**src/rtl/sadp_pkg.sv**
```systemverilog
// Shared types for the folded self-aligned dot-product unit.
package sadp_pkg;

    // Vector-level control state of the folded datapath.
    typedef enum logic [1:0] {
        ST_IDLE  = 2'd0,   // no vector open
        ST_OPEN  = 2'd1,   // at least one chunk taken, last not yet seen
        ST_DRAIN = 2'd2    // last chunk taken, result still in flight
    } fold_state_e;

endpackage

```
**src/rtl/sadp_mul_lane.sv**
```systemverilog
// One self-aligned multiplier lane (combinational).
// Adds the concatenated {exponent, lsh} pairs and removes one bias.
// Multiplies the two mantissas after widening each one by its own lsh.
// Assumes the caller keeps the biased sum inside the exponent field range.
module sadp_mul_lane #(
    parameter int WE = 4,
    parameter int L  = 2,
    parameter int WM = 6,
    parameter int PW = 2 * (WM + (2 ** L) - 1)
) (
    input  logic [WE-1:0] a_exp,
    input  logic [L-1:0]  a_lsh,
    input  logic [WM-1:0] a_man,
    input  logic [WE-1:0] b_exp,
    input  logic [L-1:0]  b_lsh,
    input  logic [WM-1:0] b_man,
    output logic [WE-1:0] p_exp,
    output logic [L-1:0]  p_lsh,
    output logic [PW-1:0] p_man
);
    localparam int EW = WE + L;
    localparam int XW = WM + (2 ** L) - 1;
    localparam logic [EW-1:0] BIAS_N = EW'((2 ** (EW - 1)) - 1);

    logic [EW-1:0]        esum;
    logic signed [XW-1:0] a_ext;
    logic signed [XW-1:0] b_ext;

    // Combined exponent: concatenate, add, remove the single bias.
    assign esum  = {a_exp, a_lsh} + {b_exp, b_lsh} - BIAS_N;
    assign p_exp = esum[EW-1:L];
    assign p_lsh = esum[L-1:0];

    // Mantissa widening by each operand's own shift field.
    assign a_ext = XW'($signed(a_man)) <<< a_lsh;
    assign b_ext = XW'($signed(b_man)) <<< b_lsh;

    // Full-width signed product.
    assign p_man = a_ext * b_ext;

endmodule

```
**src/rtl/sadp_chunk_sum.sv**
```systemverilog
// Aligned NL-input adder for one chunk of products, registered output.
// Finds the lane with the largest reduced exponent (lowest index wins a tie).
// Shifts every lane right by the exponent gap times 2^L, then sums.
// Assumes products are signed PW-bit values; the output grows by clog2(NL) bits.
module sadp_chunk_sum #(
    parameter int WE = 4,
    parameter int L  = 2,
    parameter int NL = 2,
    parameter int PW = 18,
    parameter int SW = PW + $clog2(NL)
) (
    input  logic             clk,
    input  logic             rst_n,
    input  logic             in_valid,
    input  logic             in_last,
    input  logic [NL*WE-1:0] p_exp,
    input  logic [NL*L-1:0]  p_lsh,
    input  logic [NL*PW-1:0] p_man,
    output logic             out_valid,
    output logic             out_last,
    output logic [WE-1:0]    out_exp,
    output logic [L-1:0]     out_lsh,
    output logic [SW-1:0]    out_man
);
    localparam int EW = WE + L;

    logic [WE-1:0]        ref_e;
    logic [L-1:0]         ref_l;
    logic [WE-1:0]        lane_e;
    logic [WE-1:0]        lane_gap;
    logic signed [SW-1:0] lane_m;
    logic signed [SW-1:0] sum_c;

    // Reference search: strictly-greater compare keeps the lowest lane on ties.
    always_comb begin
        ref_e = p_exp[WE-1:0];
        ref_l = p_lsh[L-1:0];
        for (int i = 1; i < NL; i++) begin
            if (p_exp[i*WE +: WE] > ref_e) begin
                ref_e = p_exp[i*WE +: WE];
                ref_l = p_lsh[i*L +: L];
            end
        end
    end

    // Alignment and integer summation of all lanes.
    always_comb begin
        sum_c    = '0;
        lane_e   = '0;
        lane_gap = '0;
        lane_m   = '0;
        for (int i = 0; i < NL; i++) begin
            lane_e   = p_exp[i*WE +: WE];
            lane_gap = ref_e - lane_e;
            lane_m   = SW'($signed(p_man[i*PW +: PW]));
            sum_c    = sum_c + (lane_m >>> EW'({lane_gap, {L{1'b0}}}));
        end
    end

    // Output register of the partial dot product.
    always_ff @(posedge clk) begin
        if (!rst_n) begin
            out_valid <= 1'b0;
            out_last  <= 1'b0;
            out_exp   <= '0;
            out_lsh   <= '0;
            out_man   <= '0;
        end else begin
            out_valid <= in_valid;
            out_last  <= in_valid && in_last;
            out_exp   <= ref_e;
            out_lsh   <= ref_l;
            out_man   <= sum_c;
        end
    end

    AST_LAST_NEEDS_VALID: assert property (@(posedge clk) disable iff (!rst_n)
        (in_valid && in_last) |=> (out_valid && out_last));

endmodule

```
**src/rtl/sadp_acc.sv**
```systemverilog
// Self-aligned running accumulator for partial dot products.
// The first partial result of a vector loads the sum. Later ones merge
// against the larger exponent (the running sum wins a tie). Raises a
// one-cycle result strobe on the edge that absorbs the last partial result.
// Assumes at most N/NL partial results per vector, so AW bits cannot overflow.
module sadp_acc #(
    parameter int WE = 4,
    parameter int L  = 2,
    parameter int SW = 19,
    parameter int AW = 21
) (
    input  logic          clk,
    input  logic          rst_n,
    input  logic          in_valid,
    input  logic          in_last,
    input  logic [WE-1:0] in_exp,
    input  logic [L-1:0]  in_lsh,
    input  logic [SW-1:0] in_man,
    output logic          res_valid,
    output logic [WE-1:0] res_exp,
    output logic [L-1:0]  res_lsh,
    output logic [AW-1:0] res_man
);
    localparam int EW = WE + L;

    logic                 first_q;
    logic [WE-1:0]        acc_e;
    logic [L-1:0]         acc_l;
    logic signed [AW-1:0] acc_m;
    logic signed [AW-1:0] in_ext;
    logic [WE-1:0]        gap;
    logic [WE-1:0]        nxt_e;
    logic [L-1:0]         nxt_l;
    logic signed [AW-1:0] nxt_m;

    assign in_ext = AW'($signed(in_man));

    // Merge rule: load on the first chunk, else align to the larger exponent.
    always_comb begin
        gap   = '0;
        nxt_e = acc_e;
        nxt_l = acc_l;
        nxt_m = acc_m;
        if (first_q) begin
            nxt_e = in_exp;
            nxt_l = in_lsh;
            nxt_m = in_ext;
        end else if (in_exp > acc_e) begin
            gap   = in_exp - acc_e;
            nxt_e = in_exp;
            nxt_l = in_lsh;
            nxt_m = (acc_m >>> EW'({gap, {L{1'b0}}})) + in_ext;
        end else begin
            gap   = acc_e - in_exp;
            nxt_m = acc_m + (in_ext >>> EW'({gap, {L{1'b0}}}));
        end
    end

    // Running-sum registers, the first-chunk marker and the result strobe.
    always_ff @(posedge clk) begin
        if (!rst_n) begin
            first_q   <= 1'b1;
            acc_e     <= '0;
            acc_l     <= '0;
            acc_m     <= '0;
            res_valid <= 1'b0;
        end else begin
            res_valid <= in_valid && in_last;
            if (in_valid) begin
                first_q <= in_last;
                acc_e   <= nxt_e;
                acc_l   <= nxt_l;
                acc_m   <= nxt_m;
            end
        end
    end

    assign res_exp = acc_e;
    assign res_lsh = acc_l;
    assign res_man = acc_m;

    AST_ACC_HOLD: assert property (@(posedge clk) disable iff (!rst_n)
        !in_valid |=> $stable(acc_m));

    AST_RESULT_PULSE: assert property (@(posedge clk) disable iff (!rst_n)
        res_valid |=> !res_valid);

endmodule

```
**src/rtl/sadp_dot.sv**
```systemverilog
// Folded self-aligned dot-product unit (top).
// Takes one chunk of NL element pairs per cycle, multiplies them in NL lanes,
// reduces them to one aligned partial result and accumulates it.
// Pipeline: operand edge -> product register -> chunk sum register -> accumulator.
// Assumes operand exponents keep each product exponent in range, and assumes
// N is a multiple of NL.
module sadp_dot
    import sadp_pkg::*;
#(
    parameter int WE = 4,
    parameter int L  = 2,
    parameter int WM = 6,
    parameter int N  = 8,
    parameter int NL = 2
) (
    input  logic             clk,
    input  logic             rst_n,
    input  logic             chunk_valid,
    input  logic             chunk_last,
    input  logic [NL*WE-1:0] a_exp,
    input  logic [NL*L-1:0]  a_lsh,
    input  logic [NL*WM-1:0] a_man,
    input  logic [NL*WE-1:0] b_exp,
    input  logic [NL*L-1:0]  b_lsh,
    input  logic [NL*WM-1:0] b_man,
    output logic             busy,
    output logic             res_valid,
    output logic [WE-1:0]    res_exp,
    output logic [L-1:0]     res_lsh,
    output logic [2*(WM+(2**L)-1)+$clog2(NL)+$clog2(N/NL)-1:0] res_man
);
    localparam int NCH = N / NL;
    localparam int EW  = WE + L;
    localparam int PW  = 2 * (WM + (2 ** L) - 1);
    localparam int SW  = PW + $clog2(NL);
    localparam int AW  = SW + $clog2(NCH);
    localparam logic [EW:0] SUM_LO = (EW + 1)'((2 ** (EW - 1)) - 1);
    localparam logic [EW:0] SUM_HI = (EW + 1)'((2 ** (EW - 1)) - 1 + (2 ** EW) - 1);

    fold_state_e      state_q;
    logic             accept;
    logic [NL*WE-1:0] m_exp;
    logic [NL*L-1:0]  m_lsh;
    logic [NL*PW-1:0] m_man;
    logic             s1_valid;
    logic             s1_last;
    logic [NL*WE-1:0] s1_exp;
    logic [NL*L-1:0]  s1_lsh;
    logic [NL*PW-1:0] s1_man;
    logic             s2_valid;
    logic             s2_last;
    logic [WE-1:0]    s2_exp;
    logic [L-1:0]     s2_lsh;
    logic [SW-1:0]    s2_man;

    // Chunks are taken unless the current vector is draining.
    assign accept = chunk_valid && (state_q != ST_DRAIN);
    assign busy   = (state_q != ST_IDLE);

    // Vector control: open on a chunk, drain after the last one, close at the result edge.
    always_ff @(posedge clk) begin
        if (!rst_n) begin
            state_q <= ST_IDLE;
        end else if (accept) begin
            state_q <= chunk_last ? ST_DRAIN : ST_OPEN;
        end else if ((state_q == ST_DRAIN) && s2_valid && s2_last) begin
            state_q <= ST_IDLE;
        end
    end

    // The NL multiplier lanes; only this one set exists and every chunk reuses it.
    for (genvar g = 0; g < NL; g++) begin : g_lane
        logic [EW:0] raw_sum;

        sadp_mul_lane #(
            .WE(WE), .L(L), .WM(WM), .PW(PW)
        ) u_mul (
            .a_exp(a_exp[g*WE +: WE]),
            .a_lsh(a_lsh[g*L +: L]),
            .a_man(a_man[g*WM +: WM]),
            .b_exp(b_exp[g*WE +: WE]),
            .b_lsh(b_lsh[g*L +: L]),
            .b_man(b_man[g*WM +: WM]),
            .p_exp(m_exp[g*WE +: WE]),
            .p_lsh(m_lsh[g*L +: L]),
            .p_man(m_man[g*PW +: PW])
        );

        assign raw_sum = {1'b0, a_exp[g*WE +: WE], a_lsh[g*L +: L]}
                       + {1'b0, b_exp[g*WE +: WE], b_lsh[g*L +: L]};

        AST_PROD_EXP_RANGE: assert property (@(posedge clk) disable iff (!rst_n)
            accept |-> ((raw_sum >= SUM_LO) && (raw_sum <= SUM_HI)));
    end

    // Product register between the lanes and the aligned adder.
    always_ff @(posedge clk) begin
        if (!rst_n) begin
            s1_valid <= 1'b0;
            s1_last  <= 1'b0;
            s1_exp   <= '0;
            s1_lsh   <= '0;
            s1_man   <= '0;
        end else begin
            s1_valid <= accept;
            s1_last  <= accept && chunk_last;
            s1_exp   <= m_exp;
            s1_lsh   <= m_lsh;
            s1_man   <= m_man;
        end
    end

    sadp_chunk_sum #(
        .WE(WE), .L(L), .NL(NL), .PW(PW), .SW(SW)
    ) u_sum (
        .clk      (clk),
        .rst_n    (rst_n),
        .in_valid (s1_valid),
        .in_last  (s1_last),
        .p_exp    (s1_exp),
        .p_lsh    (s1_lsh),
        .p_man    (s1_man),
        .out_valid(s2_valid),
        .out_last (s2_last),
        .out_exp  (s2_exp),
        .out_lsh  (s2_lsh),
        .out_man  (s2_man)
    );

    sadp_acc #(
        .WE(WE), .L(L), .SW(SW), .AW(AW)
    ) u_acc (
        .clk      (clk),
        .rst_n    (rst_n),
        .in_valid (s2_valid),
        .in_last  (s2_last),
        .in_exp   (s2_exp),
        .in_lsh   (s2_lsh),
        .in_man   (s2_man),
        .res_valid(res_valid),
        .res_exp  (res_exp),
        .res_lsh  (res_lsh),
        .res_man  (res_man)
    );

    AST_BUSY_CLEAR_AT_RESULT: assert property (@(posedge clk) disable iff (!rst_n)
        res_valid |-> !busy);

    AST_DRAIN_IGNORES_CHUNK: assert property (@(posedge clk) disable iff (!rst_n)
        ((state_q == ST_DRAIN) && chunk_valid) |=> !s1_valid);

endmodule

```
**config.mk**
```make
export PLATFORM = sky130hd
export DESIGN_NAME = sadp_dot
export DESIGN_NICKNAME = d
export VERILOG_FILES = /design/src/rtl/sadp_pkg.sv /design/src/rtl/sadp_mul_lane.sv /design/src/rtl/sadp_chunk_sum.sv /design/src/rtl/sadp_acc.sv /design/src/rtl/sadp_dot.sv
export SDC_FILE = /design/constraint.sdc
export NUM_CORES = 1
export LEC_CHECK = 0
export ABC_AREA = 1
export BUFFER_PORTS_ARGS = -buffer_cell sky130_fd_sc_hd__buf_2
export CAP_MARGIN = 5
export CORE_AREA = 2 2 235 237
export DETAILED_ROUTE_END_ITERATION = 12
export DIE_AREA = 0 0 237 239
export PLACE_DENSITY_LB_ADDON = 0.2
export SYNTH_ARGS = -nofsm -noshare
export SYNTH_HDL_FRONTEND = slang
export SYNTH_SLANG_ARGS = --single-unit
```
**constraint.sdc**
```tcl
create_clock -name clk -period 9.25 [get_ports clk]
set_clock_uncertainty 0.15 [all_clocks]
set_input_delay 1.3875 -clock clk [delete_from_list [all_inputs] [get_ports clk]]
set_output_delay 1.3875 -clock clk [all_outputs]
set_load 0.1 [all_outputs]
```
; Yosys cells after proc, flatten, opt, wreduce, memory -nomap -nowiden
; Index checks and enable logic that the tools add are counted.
; W data, S select, Z words.
[totals]
wordCells = 62
ff_bits = 108
input_bits = 52
[classes]
mul = 2
order_cmp = 2
n_reduce_logical = 10
shifts = 8
n_eq_ne = 2
mux = 11
add_sub_neg = 11
[op_table]
columns = operator, count
row1 = $mux W21, 2
row2 = $sshr A18 B6 Y19, 2
row3 = $mul A9 B9 Y18, 2
row4 = $sshl A6 B2 Y9, 4
row5 = $add A21 B19 Y21, 1
row6 = $add A21 B21 Y21, 1
row7 = $sshr A19 B6 Y21, 1
row8 = $sshr A21 B6 Y21, 1
row9 = $add A19 B19 Y19, 1
row10 = $sub A4 B4 Y4, 4
row11 = $add A6 B6 Y6, 2
row12 = $mux W2, 6
row13 = $mux W4, 3
row14 = $sub A6 B5 Y6 const B, 2
row15 = $gt A4 B4 Y1, 2
row16 = $logic_and A1 B1 Y1, 6
row17 = $reduce_bool A2 Y1, 3
row18 = $eq A2 B2 Y1 const B, 1
row19 = $ne A2 B2 Y1 const B, 1
row20 = $reduce_and A2 Y1, 1

; Logic depth before layout (Yosys ltp)
; Gate-level depths: netlist of run 1.
[depth]
word_depth = 5
mapped_depth = 30
ltp_nobuf = 30

; By module
; A second synthesis of run 1 with hierarchy kept.
[unflattened]
cells_unflattened = 2632
area_unflattened_um2 = 17339.1
[by_module_without_submodules]
columns = module, area_each_um2, n_inst, cells_per_inst
row1 = sadp_acc, 5168.7, 1, 933
row2 = sadp_mul_lane (g_lane[1].u_mul), 3727.3, 1, 496
row3 = sadp_mul_lane (g_lane[0].u_mul), 3721.1, 1, 496
row4 = sadp_chunk_sum, 3165.5, 1, 530
row5 = sadp_dot, 1556.5, 1, 177

; Worst setup path after synthesis of run 1
; Ideal clock, no wire load.
[synth_path]
path_kind = input -> register
start = in a_lsh[2]
end = reg s1_man[33]
stages = 25
n_path_buf = 1
slack_ps = 2808
arrival_ps = 6176
t_required_ps = 8984
cell_sequence = clkbuf_1 -> inv_1 -> nand2_1 -> o21ai_0 -> o21ai_1 -> nand2_1 -> fa_1 -> inv_1 -> fa_1 -> inv_1 -> fa_1 -> inv_1 -> fa_1 -> fa_1 -> ha_1 -> nand3_1 -> nand3_1 -> nand2_1 -> nand2_1 -> a21oi_1 -> o21ai_0 -> a21oi_1 -> inv_1 -> nor2_1 -> nor2_1
[synth_between]
elab_chain_len = 2
[synth_rtl]
columns = item, line
row1 = "start, declared", sadp_dot.sv:21  ; input logic [NL*L-1:0] a_lsh,
row2 = $sshl A6 B2 Y9, sadp_mul_lane.sv:35  ; assign a_ext = XW'($signed(a_man)) <<< a_lsh;
row3 = $mul A9 B9 Y18, sadp_mul_lane.sv:39  ; assign p_man = a_ext * b_ext;
row4 = "end signal, assigned", sadp_dot.sv:109  ; s1_man <= m_man;
row5 = "end, declared", sadp_dot.sv:49  ; logic [NL*PW-1:0] s1_man;
; No other way between the ends.
; A chain may end at the register's enable or synchronous reset.

; Worst setup path after layout of run 1
[layout_path]
start = in b_lsh[0]
end = reg s1_man[15]
[layout_between]
elab_chain_len = 2
[layout_rtl]
columns = item, line
row1 = "start, declared", sadp_dot.sv:24  ; input logic [NL*L-1:0] b_lsh,
row2 = $sshl A6 B2 Y9, sadp_mul_lane.sv:36  ; assign b_ext = XW'($signed(b_man)) <<< b_lsh;
row3 = $mul A9 B9 Y18, sadp_mul_lane.sv:39
; No other way between the ends.

==> results.py, run 1 <==
metrics = {
    "run_status": {
        "status": "completed",
    },
    "cts": {
        "worstSkewPairLatency_ns": 0.38,
        "clock-sinks": 108,
        "clkTransAtPathRegs_ns": 0.07,
        "clockRootBuffer": "clkbuf_16",
        "holdBufCountCts": 0,
        "post-cts-setup-buffers": 0,
        "cts-buffers-inserted": 9,
        "cts.path.max_buffers": 2,
        "cts.repair.resized": 0,
        "h-tree-depth": 3,
        "tritoncts": "built",
    },
    "critical_path": {
        "critical_path_arrival_ns": 6.72,
        "cp.required_ns": 9.37,
        "cp_max_fo": 7,
        "path_class": "in2reg",
        "reg2reg_depth": 27,
        "cpPeakStageDelay_ns": 0.69,
        "reg2reg_slack_ns": 3.35,
        "critPathBufInv": 5,
        "path_cells": "buf_2, mux2i_1, inv_1, o21ai_0, nor2_1, fa_1, inv_1, fa_1, inv_1, fa_1, fa_1, fa_1, ha_1, nand3_1, nand3_1, nand2_1, nand2_1, a21oi_1, o21ai_0, a21oi_1, inv_1, nor2_1, nor2_1",
        "reg2reg_from": "s1_exp[1]",
        "crit_slowest_cell": "o21ai_0",
        "r2r-end": "u_sum.out_man[16]",
        "path_common_cell": "fa_1",
        "cp_top_family": "adder cells",
        "worst_setup_path_start_kind": "input port",
        "end_kind": "flop",
    },
    "die": {
        "num_io_pins": 81,
        "initial_core_util_pct": 30.5,
        "die_height_um": 239,
        "core_um2": 54300,
        "die_x_um": 237,
        "dieArea_um2": 56600,
        "rows": 86,
    },
    "routing": {
        "wl_per_cell_um": 15.9,
        "drtAntennaViolNets": 0,
        "via_count": 15897,
        "routed_wirelength_mm": 51.7,
        "drt_iter0_markers": 1041,
        "dr.pass1.iters": 5,
        "drc": 0,
        "routed_via_density": 4.90,
    },
    "timing": {
        "min_period_ns": 6.60,
        "maxSlewHeadroom_pct": 40.2,
        "hold_violations": 0,
        "finalMaxSlewViolations": 0,
        "finalCritPeriodShare_pct": 71.4,
        "rsz0062_at_grt": "false",
        "finalSetupTns_ns": 0,
        "worstMarginPinSlew_ns": 0.887,
        "finalSetupViolCount": 0,
        "fmax_mhz": 151,
    },
    "synth": {
        "yosys_register_bits": 108,
        "synth_cells": 2491,
        "syn_nets": 2861,
        "syn_avg_cell_area_um2": 6.65,
        "yosysWarnings": 0,
        "yosysUniqueCellTypes": 50,
        "syn-cell-area_um2": 16600,
        "ys_seq_area_share_pct": 13.0,
    },
    "global_route": {
        "grt_pass1_vias": 15731,
        "grt_max_degree": 71,
        "grt_util_met3_pct": 1.62,
        "grt_pass1_wl_mm": 83.0,
        "antenna_found_initial": 0,
        "met2_usage_pct": 32.9,
        "grt_use_met1_pct": 23.7,
        "grt.total_usage_pct": 18.4,
        "busiest_layer": "met2",
        "overflow": 0,
    },
    "layout": {
        "final_layout_size_suffix_gt1_share_pct": 6.70,
        "insertedDiodeCount": 0,
        "area_delta_synth_final_pct": 8.52,
        "seq_area_um2": 2160,
        "multi_input_area_um2": 12400,
        "fill_cells": 6006,
        "nNetsFinal": 2904,
    },
    "min_path": {
        "min_path_type": "reg2reg",
        "hold_depth": 2,
        "hold_end": "u_sum.out_last",
        "hold_start": "s1_last",
    },
    "placed_design": {
        "port_buffers": 80,
        "gp_congestion": 0.938,
        "dp_hpwl_mm": 43.5,
    },
    "run": {
        "drv_cap": 0,
    },
}
layout by cell type, fill, tap and decap left out, types with 9 or more instances in the layout:
| cell type | instances |
|---|---|
| a21boi_0 | 10 |
| a21oi_1 | 195 |
| a31oi_1 | 10 |
| buf_2 | 80 |
| clkbuf_16 | 9 |
| clkinv_1 | 9 |
| dfxtp_1 | 108 |
| fa_1 | 149 |
| ha_1 | 169 |
| inv_1 | 428 |
| inv_2 | 26 |
| nand2_1 | 584 |
| nand2_2 | 11 |
| nand3_1 | 115 |
| nand3b_1 | 11 |
| nand4_1 | 19 |
| nor2_1 | 204 |
| o211ai_1 | 18 |
| o21a_1 | 13 |
| o21ai_0 | 219 |
| o21ai_1 | 23 |
| o21ai_2 | 9 |
| o21bai_1 | 14 |
| xnor2_1 | 16 |
| xor2_1 | 12 |
metrics by stage:
step | util, % | cells | hold slack (ns) | cell area [um^2] | setup slack, ns
final | 33.1 | 3243 | 0.266 | 18000 | 2.65
after global placement | 32.5 | 3227 | 0.251 | 17700 | 2.33
after detailed placement | 32.5 | 3227 | 0.257 | 17700 | 2.26
after global routing | 33.1 | 3243 | 0.300 | 18000 | 2.21
after CTS | 33.1 | 3243 | 0.269 | 18000 | 2.64
after floorplan | - | 2491 | 0.244 | 16600 | 2.81
worst max path at each step:
stage               startpoint    endpoint  slack [ns]  depth (start not counted)
CTS                  a_man[11]  s1_man[33]        2.64                         25
finish                b_lsh[0]  s1_man[15]        2.65                         23
floorplan             a_lsh[2]  s1_man[33]        2.81                         25
global route         a_man[11]  s1_man[33]        2.21                         25
global placement     a_man[11]  s1_man[33]        2.33                         25
detailed placement   a_man[11]  s1_man[33]        2.26                         25
tightest hold or removal path: stages, from the launching register on:
cell     delay (ns)
dfxtp_1        0.30
inv_1          0.04
nor2_1         0.03
cell type report:
cell class                 instances  share of cell area (%)
clock buffer                       9                    1.25
sequential                       108                    12.0
clock inverter                     7                   0.466
inverter                         464                    9.69
tap                              704                    4.90
timing repair buffer              87                    2.52
multi-input combinational       1864                    69.2
flip-flops by register name (all words and copies together), names as in the netlist, 2 cells and up:
name / flops
u_sum.out_man: 19
s1_lsh: 4
u_acc.res_exp: 4
s1_exp: 8
u_acc.res_lsh: 2
u_sum.out_lsh: 2
u_sum.out_exp: 4
u_acc.res_man: 21
state_q: 2
s1_man: 36
routing by layer:
metal  wire length, um  vias up
met3              1610       55
met2             25000      342
met5                 0        -
li1                  -     8035
met1             23700     7465
met4              1390        0
logic make-up (layout without fill, tap and decap cells):
family | count (synthesis) | after routing | share of synthesized area (%)
buffers and inverters | 519 | 567 | 11.9
muxes | 7 | 7 | 0.423
and+or+nand+nor | 974 | 974 | 24.5
adders and majority gates | 318 | 318 | 30.8
xor gates and xnor gates | 30 | 30 | 1.68
AOI/OAI and AO/OA | 535 | 535 | 17.7
DFF | 108 | 108 | 13.0
Yosys cell counts (all sizes together):
cell type,instances,area (um^2)
a21o,3,22.5
o21ai,252,1310
a31oi,10,62.6
a22oi,2,15.0
nor4,2,12.5
nor3,7,35.0
o22ai,6,37.5
nand4,19,119
a21boi,10,75.1
ha,169,2110
o31ai,2,15.0
nor2,205,772
o311ai,2,17.5
a21oi,197,993
nand3,117,611
xnor2,18,173
or2,4,25.0
buf,11,65.1
mux2i,7,70.1
a211oi,3,27.5
inv,454,1700
o21bai,14,105
clkbuf,44,165
nand2,602,2360
o211ai,18,135
fa,149,2980
dfxtp,108,2160
clkinv,10,38.8
xor2,12,105
nor3b,1,7.51
o21a,13,97.6
and2,6,37.5
o2111ai,2,17.5
nand3b,11,82.6
a221oi,1,8.76
Power of run 1 is not shown: default switching activity piles up to over one toggle a cycle in this logic, so the estimate is an artifact.
==> run 2: changes to the inputs <==
Clock period 9.25 ns to 6.65 ns, I/O delays scaled along.
==> results.py, run 2 (synthesized netlist as in run 1, its figures left out) <==
metrics = {
    "timing": {
        "finalSetupTns_ns": 0,
        "fmax_mhz": 167,
        "finalSetupViolCount": 0,
        "maxSlewHeadroom_pct": 44.1,
        "worstMarginPinSlew_ns": 0.837,
        "rsz0062_at_grt": "false",
        "finalCritPeriodShare_pct": 90.1,
        "finalMaxSlewViolations": 0,
        "hold_violations": 0,
        "min_period_ns": 5.99,
    },
    "critical_path": {
        "r2r-end": "u_sum.out_man[16]",
        "worst_setup_path_start_kind": "input port",
        "critical_path_arrival_ns": 6.11,
        "cp.required_ns": 6.76,
        "reg2reg_depth": 27,
        "reg2reg_slack_ns": 0.75,
        "end_kind": "flop",
        "path_class": "in2reg",
        "reg2reg_from": "s1_exp[3]",
        "cp_max_fo": 9,
        "critical_path.startpoint": "b_man[5]",
    },
    "cts": {
        "worstSkewPairLatency_ns": 0.38,
        "cts.path.max_buffers": 2,
        "holdBufCountCts": 0,
        "cts-buffers-inserted": 9,
        "post-cts-setup-buffers": 0,
        "clkTransAtPathRegs_ns": 0.08,
        "clock-sinks": 108,
        "tritoncts": "built",
        "cts.repair.resized": 0,
        "clockRootBuffer": "clkbuf_16",
        "h-tree-depth": 3,
    },
    "global_route": {
        "grt_pass1_wl_mm": 82.2,
        "grt_max_degree": 54,
        "grt_util_met3_pct": 1.54,
        "antenna_found_initial": 0,
        "grt_use_met1_pct": 23.2,
        "busiest_layer": "met2",
        "overflow": 0,
        "grt.total_usage_pct": 18.0,
        "grt_pass1_vias": 15836,
        "met2_usage_pct": 31.6,
    },
    "layout": {
        "area_delta_synth_final_pct": 9.34,
        "final_layout_size_suffix_gt1_share_pct": 7.35,
        "layout_commonest_cell": "nand2_1",
        "largest-register": "s1_man",
        "final_cell_mix": "nand2_1 (584), inv_1 (428), o21ai_0 (219)",
        "nNetsFinal": 2922,
        "insertedDiodeCount": 0,
        "fill_cells": 6008,
        "largest_reg_flops": 36,
        "seq_area_um2": 2160,
        "multi_input_area_um2": 12400,
    },
    "placed_design": {
        "dp_hpwl_mm": 42.7,
        "port_buffers": 80,
        "gp_congestion": 0.911,
    },
    "routing": {
        "drt_iter0_markers": 1051,
        "wl_per_cell_um": 15.6,
        "drc": 0,
        "dr.pass1.iters": 5,
        "drtAntennaViolNets": 0,
        "routed_wirelength_mm": 50.8,
        "via_count": 16012,
        "routed_via_density": 4.91,
    },
    "die": {
        "initial_core_util_pct": 30.5,
        "core_um2": 54300,
        "die_x_um": 237,
        "dieArea_um2": 56600,
        "rows": 86,
        "num_io_pins": 81,
        "die_height_um": 239,
    },
    "min_path": {
        "hold_end": "u_sum.out_last",
        "hold_start": "s1_last",
        "hold_depth": 2,
        "min_path_type": "reg2reg",
    },
    "run": {
        "drv_cap": 0,
    },
    "run_status": {
        "status": "completed",
    },
}
[run 2: cell types whose count changed in the layout (fill, tap and decap cells not counted), sizes merged]
cell	delta
buf	+18
clkinvlp	+1
clkinv	-1
[run 2: metrics by stage]
stage                     cells  worst slack [ns]  area (um^2)  utilization, %  hold slack (ns)
after floorplan            2491             0.598        16600               -            0.244
after global placement     3245             0.308        17800            32.8            0.250
after detailed placement   3245             0.315        17800            32.8            0.263
after CTS                  3261             0.695        18100            33.4            0.274
after global routing       3261             0.197        18100            33.4            0.293
final                      3261             0.657        18100            33.4            0.271
[run 2: final cells by class]
| class | instances | share of cell area, % |
|---|---|---|
| Multi-Input combinational cell | 1864 | 68.6 |
| Sequential cell | 108 | 11.9 |
| Inverter | 464 | 9.62 |
| Tap cell | 704 | 4.86 |
| Timing Repair Buffer | 105 | 3.24 |
| Clock buffer | 9 | 1.24 |
| Clock inverter | 7 | 0.469 |
[run 2: routing by layer]
metal | routed length (um) | up-vias
met4 | 1870 | 0
li1 | - | 8075
met5 | 0 | -
met1 | 22900 | 7526
met2 | 24200 | 333
met3 | 1750 | 78
[run 2: how the worst max path moves through the flow]
stage | endpoint | slack (ns) | cells after the start
after global placement | s1_man[17] | 0.31 | 26
after floorplan | s1_man[33] | 0.60 | 25
after global routing | s1_man[15] | 0.20 | 24
final | s1_man[17] | 0.66 | 26
after detailed placement | s1_man[17] | 0.32 | 26
after CTS | s1_man[17] | 0.69 | 26
[run 2: critical path, cell delays in order]
cell and delay [ns]:
buf_2 0.16, clkinv_1 0.25, nand2_1 0.14, o21ai_0 0.11, nand2_1 0.08, o21ai_0 0.26
inv_1 0.27, nand2_1 0.10, fa_1 0.58, fa_1 0.53, inv_1 0.05, fa_1 0.47
inv_1 0.05, fa_1 0.47, inv_1 0.04, ha_1 0.27, ha_1 0.37, nand2_1 0.07
inv_1 0.07, nand3_1 0.10, nor3_1 0.18, nand2_1 0.11, o2111ai_1 0.15, nand3_1 0.12
nand2_1 0.07, nor2_1 0.04
Power of run 2 is left out for the same reason.
==> run 3: changes to the inputs <==
Settings changed: PLACE_DENSITY set to 0.51, PLACE_DENSITY_LB_ADDON 0.2 to unset, SETUP_SLACK_MARGIN set to 0.1.
==> results.py, run 3 (synthesized netlist as in run 1, its figures left out) <==
metrics = {
    "run_status": {
        "status": "completed",
    },
    "timing": {
        "rsz0062_at_grt": "false",
        "fmax_mhz": 166,
        "finalSetupTns_ns": 0,
        "setup_ws_ns": 0.636,
        "finalCritPeriodShare_pct": 90.4,
        "maxSlewHeadroom_pct": 43.5,
        "min_period_ns": 6.01,
        "worstMarginPinSlew_ns": 0.846,
        "hold_violations": 0,
        "finalMaxSlewViolations": 0,
        "finalSetupViolCount": 0,
    },
    "run": {
        "drv_cap": 0,
    },
    "cts": {
        "cts.path.max_buffers": 2,
        "cts-buffers-inserted": 9,
        "clock-sinks": 108,
        "clockRootBuffer": "clkbuf_16",
        "post-cts-setup-buffers": 0,
        "worstSkewPairLatency_ns": 0.37,
        "h-tree-depth": 3,
        "tritoncts": "built",
        "clkTransAtPathRegs_ns": 0.07,
    },
    "global_route": {
        "grt_max_degree": 66,
        "grt_pass1_vias": 15609,
        "grt.total_usage_pct": 18.0,
        "grt_pass1_wl_mm": 81.6,
        "antenna_found_initial": 0,
        "overflow": 0,
    },
    "layout": {
        "largest-register": "s1_man",
        "insertedDiodeCount": 0,
        "seq_area_um2": 2160,
        "multi_input_area_um2": 12500,
        "final_cell_mix": "nand2_1 (584), inv_1 (428), o21ai_0 (219)",
        "final_layout_size_suffix_gt1_share_pct": 7.32,
        "fill_cells": 5935,
        "layout_commonest_cell": "nand2_1",
        "area_delta_synth_final_pct": 9.18,
        "largest_reg_flops": 36,
        "nNetsFinal": 2920,
    },
    "routing": {
        "wl_per_cell_um": 15.4,
        "routed_via_density": 4.90,
        "routed_wirelength_mm": 50.3,
        "drc": 0,
        "via_count": 15953,
        "route.met2.wl_mm": 24.1,
        "m1WireLength_mm": 23.0,
        "drtAntennaViolNets": 0,
        "dr.pass1.iters": 5,
        "highest-signal-layer": "met4",
        "drt_iter0_markers": 939,
        "met3_length_mm": 1.47,
    },
    "die": {
        "core_um2": 54300,
        "dieArea_um2": 56600,
        "rows": 86,
        "die_x_um": 237,
        "die_height_um": 239,
        "num_io_pins": 81,
        "initial_core_util_pct": 30.5,
    },
    "critical_path": {
        "path_class": "in2reg",
        "critical_path_arrival_ns": 6.13,
        "cp_max_fo": 9,
        "cp.required_ns": 6.76,
        "worst_setup_path_start_kind": "input port",
        "end_kind": "flop",
    },
    "min_path": {
        "min_path_type": "reg2reg",
    },
    "placed_design": {
        "gp_congestion": 0.930,
        "pre_cts_ws_ns": 0.291,
        "port_buffers": 80,
        "dp_hpwl_mm": 42.2,
    },
}
## run 3: final timing paths
kind | endpoint | slack [ns] | start | cells past startpoint
worst min register to register | u_sum.out_last | 0.28 | s1_last | 2
worst min-delay path | u_sum.out_last | 0.28 | s1_last | 2
worst max-delay path | s1_man[15] | 0.64 | a_lsh[0] | 24
worst max register to register | u_sum.out_man[16] | 0.83 | s1_exp[3] | 26
## run 3: stage by stage
| stage | hold WS [ns] | instance area, um^2 | std cells | util, % |
|---|---|---|---|---|
| 3_5_place_dp | 0.282 | 17800 | 3243 | 32.8 |
| 6_report | 0.280 | 18100 | 3259 | 33.3 |
| 5_1_grt | 0.299 | 18100 | 3259 | 33.3 |
| 4_1_cts | 0.292 | 18100 | 3259 | 33.3 |
| 2_1_floorplan | 0.244 | 16600 | 2491 | - |
| 3_3_place_gp | 0.255 | 17800 | 3243 | 32.8 |
## run 3: routing by layer
layer	track usage, %	vias up
met5	0	-
met3	1.65	72
met4	6.46	0
li1	-	8078
met2	31.0	322
met1	23.4	7481
## run 3: worst max-delay path: stages
cell	delay [ns]
buf_2	0.14
nand2_1	0.07
o21ai_0	0.11
o21ai_1	0.62
nand2_1	0.17
fa_1	0.53
inv_1	0.05
fa_1	0.50
inv_1	0.05
fa_1	0.53
inv_1	0.05
fa_1	0.38
fa_1	0.46
ha_1	0.36
nand3_1	0.09
nand3_1	0.13
nand2_1	0.09
nand2_1	0.05
a21oi_1	0.19
o21ai_0	0.17
a21oi_1	0.20
inv_1	0.06
nor2_1	0.08
nor2_1	0.05
## run 3: area by class of cell
| type | count | area share [%] |
|---|---|---|
| Multi-Input combinational cell | 1864 | 68.8 |
| Sequential cell | 108 | 11.9 |
| Tap cell | 704 | 4.87 |
| Inverter | 464 | 9.65 |
| Clock buffer | 9 | 1.24 |
| Clock inverter | 7 | 0.318 |
| Timing Repair Buffer | 103 | 3.17 |
## run 3: what timing repair did
action	4_1_cts	5_1_grt
endpoints found under the setup margin	0	2
resized for setup	0	2
hold buffers	0	0
Power of run 3 is left out for the same reason.
